### src/rtl/pmpc_pkg.sv
// Package: shared encodings for the protection checker.
// Assumes the configuration byte layout listed in the brief.
package pmpc_pkg;

    typedef enum logic [1:0] {
        AM_OFF   = 2'd0,
        AM_TOR   = 2'd1,
        AM_NA4   = 2'd2,
        AM_NAPOT = 2'd3
    } amode_e;

    typedef struct packed {
        logic       lock;
        logic [1:0] rsv;
        amode_e     amode;
        logic       x;
        logic       w;
        logic       r;
    } ecfg_t;

    localparam logic [1:0] PRIV_M = 2'b11;

endpackage

### src/rtl/pmpc_region.sv
// Region decoder: turns one entry's match mode and address register into an
// inclusive byte range [lo, hi] plus an enable. Assumes prev_reg is the
// previous entry's address register (zero for entry 0).
module pmpc_region
    import pmpc_pkg::*;
#(
    parameter int AW = 32
) (
    input  logic          clk,
    input  logic          rst_n,
    input  amode_e        amode,
    input  logic [AW-3:0] addr_reg,
    input  logic [AW-3:0] prev_reg,
    output logic          rgn_en,
    output logic [AW-1:0] rgn_lo,
    output logic [AW-1:0] rgn_hi
);
    localparam int ARW = AW - 2;

    logic [ARW-1:0] napot_mask;
    logic [AW-1:0]  tor_base;
    logic [AW-1:0]  tor_top;

    // Mask of the trailing ones plus the first zero above them.
    assign napot_mask = addr_reg ^ (addr_reg + ARW'(1));
    assign tor_base   = {prev_reg, 2'b00};
    assign tor_top    = {addr_reg, 2'b00};

    // Select the range bounds for the configured match mode.
    always_comb begin
        rgn_en = 1'b0;
        rgn_lo = '0;
        rgn_hi = '0;
        unique case (amode)
            AM_OFF: begin
                rgn_en = 1'b0;
            end
            AM_TOR: begin
                rgn_en = tor_top > tor_base;
                rgn_lo = tor_base;
                rgn_hi = tor_top - AW'(1);
            end
            AM_NA4: begin
                rgn_en = 1'b1;
                rgn_lo = {addr_reg, 2'b00};
                rgn_hi = {addr_reg, 2'b11};
            end
            AM_NAPOT: begin
                rgn_en = 1'b1;
                rgn_lo = {addr_reg & ~napot_mask, 2'b00};
                rgn_hi = {addr_reg | napot_mask, 2'b11};
            end
            default: rgn_en = 1'b0;
        endcase
    end


    na4_span_chk: assert property (@(posedge clk) disable iff (!rst_n)
        (amode == AM_NA4) |-> (rgn_en && (rgn_hi - rgn_lo == AW'(3))));


    tor_order_chk: assert property (@(posedge clk) disable iff (!rst_n)
        (amode == AM_TOR && rgn_en) |-> (rgn_lo <= rgn_hi));

endmodule

### config.mk
export PLATFORM = sky130hd
export DESIGN_NAME = pmpc_region
export DESIGN_NICKNAME = d
export VERILOG_FILES = /design/src/rtl/pmpc_pkg.sv /design/src/rtl/pmpc_region.sv
export SDC_FILE = /design/constraint.sdc
export NUM_CORES = 1
export LEC_CHECK = 0
export ABC_AREA = 1
export ABC_CLOCK_PERIOD_IN_PS = 1280
export BUFFER_PORTS_ARGS = -buffer_cell sky130_fd_sc_hd__buf_2
export CAP_MARGIN = 5
export CELL_PAD_IN_SITES_DETAIL_PLACEMENT = 1
export CELL_PAD_IN_SITES_GLOBAL_PLACEMENT = 1
export CORE_AREA = 2 2 110 112
export DETAILED_ROUTE_END_ITERATION = 8
export DIE_AREA = 0 0 112 114
export PLACE_DENSITY_LB_ADDON = 0.1
export REMOVE_ABC_BUFFERS = 1
export SLEW_MARGIN = 20
export SYNTH_ARGS = -nofsm -noshare
export SYNTH_HDL_FRONTEND = slang
export SYNTH_SLANG_ARGS = --single-unit
### constraint.sdc
create_clock -name vclk -period 1.28
set_input_delay 0.192 -clock vclk [all_inputs]
set_output_delay 0.192 -clock vclk [all_outputs]
set_load 0.05 [all_outputs]
# == After elaboration in Yosys (flattened, before gate mapping) ==
# Cells that the tools add are included.
# word_totals
reg_bits,0
latch_bits,0
ramBits,0
romBits,0
in_bits,64
out_inout_bits,65
word_cells,15
memories,0
# classes
n_addsub,2
n_mul,0
div_mod_pow,0
order_cmp,1
n_eq_ne,3
shift,0
muxes,3
bitwise_logic,4
reduce_logical,2
# op_table
operator,n
$pmux W32 S3,2
$gt A32 B32 Y1,1
$sub A32 B1 Y32 const B,1
$add A30 B1 Y30 const B,1
$and A30 B30 Y30,1
$not A30 Y30,1
$or A30 B30 Y30,1
$xor A30 B30 Y30,1
$eq A2 B2 Y1 const B,2
$pmux W1 S3,1
$eq A2 B1 Y1 const B,1
$logic_not A2 Y1,1
$reduce_or A2 Y1,1

# == Longest topological paths before layout ==
# logic_depth
ltp_word,5
mapped_depth,13
mapped_depth_nobuf,13

# == Worst setup path after synthesis ==
# OpenSTA, ideal clock, no wires.
# synth_timing
kind,input-to-output
startpoint,input port addr_reg[0]
endpoint,output port rgn_lo[12]
t_arrival_ns,2.502
required_ns,1.088
setup_slack_ns,-1.414
path_stages,6
n_path_buf,0
cell_sequence,ha_1 -> inv_1 -> nor2_4 -> nand2_4 -> nor2_8 -> o311ai_0
# synth_between
elab_chain_len,5
# synth_rtl
item,line_no,source
start: declaration,pmpc_region.sv:12,"input logic [AW-3:0] addr_reg,"
$add A30 B1 Y30,pmpc_region.sv:25,assign napot_mask = addr_reg ^ (addr_reg + ARW'(1));
$xor A30 B30 Y30,pmpc_region.sv:25,
$not A30 Y30,pmpc_region.sv:50,"rgn_lo = {addr_reg & ~napot_mask, 2'b00};"
$and A30 B30 Y30,pmpc_region.sv:50,
$pmux W32 S3,pmpc_region.sv:34,unique case (amode)
end: declaration,pmpc_region.sv:15,"output logic [AW-1:0] rgn_lo,"
# Every way passes these cells.

# == Worst setup path in the final report ==
# layout_timing
startpoint,input port addr_reg[4]
endpoint,output port rgn_hi[22]
# layout_between
elab_chain_len,4
word_cells_on_any_way,5
cone_classes,add/sub: 2; mux: 1; bitwise: 2
# layout_rtl
item,line_no,source
$add A30 B1 Y30,pmpc_region.sv:25,
$xor A30 B30 Y30,pmpc_region.sv:25,
$or A30 B30 Y30,pmpc_region.sv:51,"rgn_hi = {addr_reg | napot_mask, 2'b11};"
$pmux W32 S3 *,pmpc_region.sv:34,
end: declaration,pmpc_region.sv:16,output logic [AW-1:0] rgn_hi
# Every way passes the cells marked *; elsewhere a longest branch is shown, timed or not.

==> results.sh <==
export IMPL_max_freq_ghz=0.497
export IMPL_initial_core_util=0.278
export IMPL_crit_type="in2out"
export IMPL_layout_worst_path_cycle_share=1.57
export IMPL_wl_met2_um=15200
export IMPL_hold_end="rgn_lo[30]"
export IMPL_crit_path_start_kind="input port"
export IMPL_dp_cells=1066
export IMPL_rows=40
export IMPL_min_period_ns=2.01
export IMPL_post_drt_wl_per_cell_um=28.6
export IMPL_crit_arrival_ns=1.82
export IMPL_nets=1079
export IMPL_grt_setup_unrepaired="true"
export IMPL_tns_ns=-26.16
export IMPL_n_fill_cell=1411
export IMPL_netlist_instances=641
export IMPL_layout_setup_ws_ns=-0.732
export IMPL_cap_violations=0
export IMPL_wl_met3_um=2670
export IMPL_fp_dieArea_sq_um=12800
export IMPL_p_leak_nw=3.95
export IMPL_n_antenna_cell=0
export IMPL_irDropWorstVdd_uv=272
export IMPL_failed_checks="setup timing"
export IMPL_coreArea_sq_um=11700
export IMPL_dpl_cell_area_sq_um=5290
export IMPL_via_per_inst=6.13
export IMPL_die_y_um=114
export IMPL_crit_fanout=6
export IMPL_hold_path_class="in2out"
export IMPL_nClkBuffers=0
export IMPL_grtUsageTotal=0.346
export IMPL_ys_seq_area_frac=0
export IMPL_numSequentialCells=0
export IMPL_cp_end_kind="primary output"
export IMPL_timing_hold_ws_ns=0.769
export IMPL_drt_iter0_drc=723
export IMPL_route_vias_total=6908
export IMPL_wl_um=32200
export IMPL_hold_viol=0
export IMPL_power_mw=3.36
export IMPL_syn_area_sq_um=3260
export IMPL_top_layer="met4"
export IMPL_yosysWarnings=0
export IMPL_hpwlAfterDp_um=15200
export IMPL_regArea_sq_um=0
export IMPL_num_io_pins=129
export IMPL_drc_errors=0
export IMPL_holdBufCountCts=0
export IMPL_grt_first_pass_wirelength_um=35200
export IMPL_multi_input_area_sq_um=4290
export IMPL_wl_met1_um=11000
export IMPL_avgSynthCellArea_sq_um=5.09
export IMPL_die_w_um=112
export IMPL_stdcell_count=1126
export IMPL_drt_pass1_iterations=6
export IMPL_synth_distinct_cells=40
export IMPL_layout_common_cells="199 x buf_4, 142 x nand2_1, 99 x buf_6"
export IMPL_synth_top_cell_by_area="nand2_1"
export IMPL_slew_viol_final=0
export IMPL_synthTopCellsByArea="nand2_1 22%, ha_1 13%, nand3_1 10%, inv_1 9.9%, nor2_1 9.1%"
export IMPL_holdPathStages=4
export IMPL_grt_max_degree=18
export IMPL_ant_nets=0
export IMPL_outcome="complete, but fails checks"
export IMPL_gr_total_overflow=0
export IMPL_setup_viol=60
export IMPL_portBuffers=125
export IMPL_drive_gt1_frac=0.663
export IMPL_yosys_area_top_type_share=0.215
export IMPL_grt_pass1_vias=6500
export IMPL_finalWeightedCongestion=0.865
export IMPL_crit_required_ns=1.09
export IMPL_p_per_area_nw_per_um2=413
export IMPL_area_growth_pct=150
export IMPL_antenna_found_initial=0
export IMPL_hold_start="prev_reg[28]"
export IMPL_final_common_cell="buf_4"
export IMPL_stdcell_area_sq_um=8140
==> what timing repair did <==
item / 4_1_cts / 5_1_grt
gates resized for setup: 418 / 208
setup buffers: 27 / 32
pin swaps: 75 / 89
setup endpoints to repair: 61 / 61
gates cloned: 2 / 0
==> stage by stage <==
step	setup slack [ns]	util
5_1_grt	-0.740	0.695
2_1_floorplan	-1.41	-
3_3_place_gp	-0.783	0.451
4_1_cts	-0.459	0.601
6_report	-0.732	0.695
3_5_place_dp	-0.810	0.451
==> power by group <==
part / leakage, nW / switching [mW] / internal [mW]
clock network: 0 / 0 / 0
registers: 0 / 0 / 0
logic: 3.95 / 2.07 / 1.30
total: 3.95 / 2.07 / 1.30
==> cell type report <==
class | instances | share of cell area
inverters | 93 | 0.0507
multi-input cells | 523 | 0.528
well taps | 147 | 0.0226
repair buffers | 361 | 0.398
repair inverters | 2 | 0.00154
==> worst max-delay path: stages <==
cell,delay [ns]
buf_6,0.12
nor2_4,0.26
nand2_2,0.14
nor2_2,0.19
buf_4,0.15
nand2_1,0.09
o21ai_1,0.21
nand3_1,0.16
nand3_2,0.14
buf_6,0.17
==> how the worst max path moves through the flow <==
| stage | startpoint | endpoint | cells past startpoint |
|---|---|---|---|
| final | addr_reg[4] | rgn_hi[22] | 10 |
| after detailed placement | prev_reg[29] | rgn_en | 13 |
| after floorplan | addr_reg[0] | rgn_lo[12] | 6 |
| after global routing | prev_reg[11] | rgn_en | 15 |
| after CTS | addr_reg[7] | rgn_en | 14 |
| after global placement | prev_reg[29] | rgn_en | 13 |
==> metal layers <==
metal  vias up  GRT usage
met5         -          0
met4         0      0.112
met3       259     0.0478
met2       571      0.634
met1      3299      0.417
li1       2779          -
==> logic make-up (layout without fill, tap and decap cells) <==
| logic type | count (synthesis) | after routing | synth area share |
|---|---|---|---|
| xor+xnor | 1 | 1 | 0.00269 |
| other cells | 1 | 2 | 0.00115 |
| fa+ha+maj | 34 | 34 | 0.130 |
| compound gates | 98 | 98 | 0.174 |
| buf+inv | 119 | 456 | 0.149 |
| simple gates | 388 | 388 | 0.543 |
==> synth_stat cells (3+ instances only) <==
cell / count
buf_4: 6
inv_1: 86
nor2_2: 11
nand2_4: 3
nand3_2: 3
o21bai_1: 3
nand2_1: 187
nand3_1: 67
ha_1: 34
inv_2: 6
o211ai_1: 11
clkbuf_2: 4
a21oi_1: 25
clkbuf_1: 6
nor3_1: 8
nor2_1: 79
nor2_4: 3
nand2_2: 3
a21o_1: 3
o22ai_1: 10
buf_2: 9
o21ai_0: 33
nand3b_1: 3
nand4_1: 12
o21ai_1: 6
(Power assumes the default switching activity.)
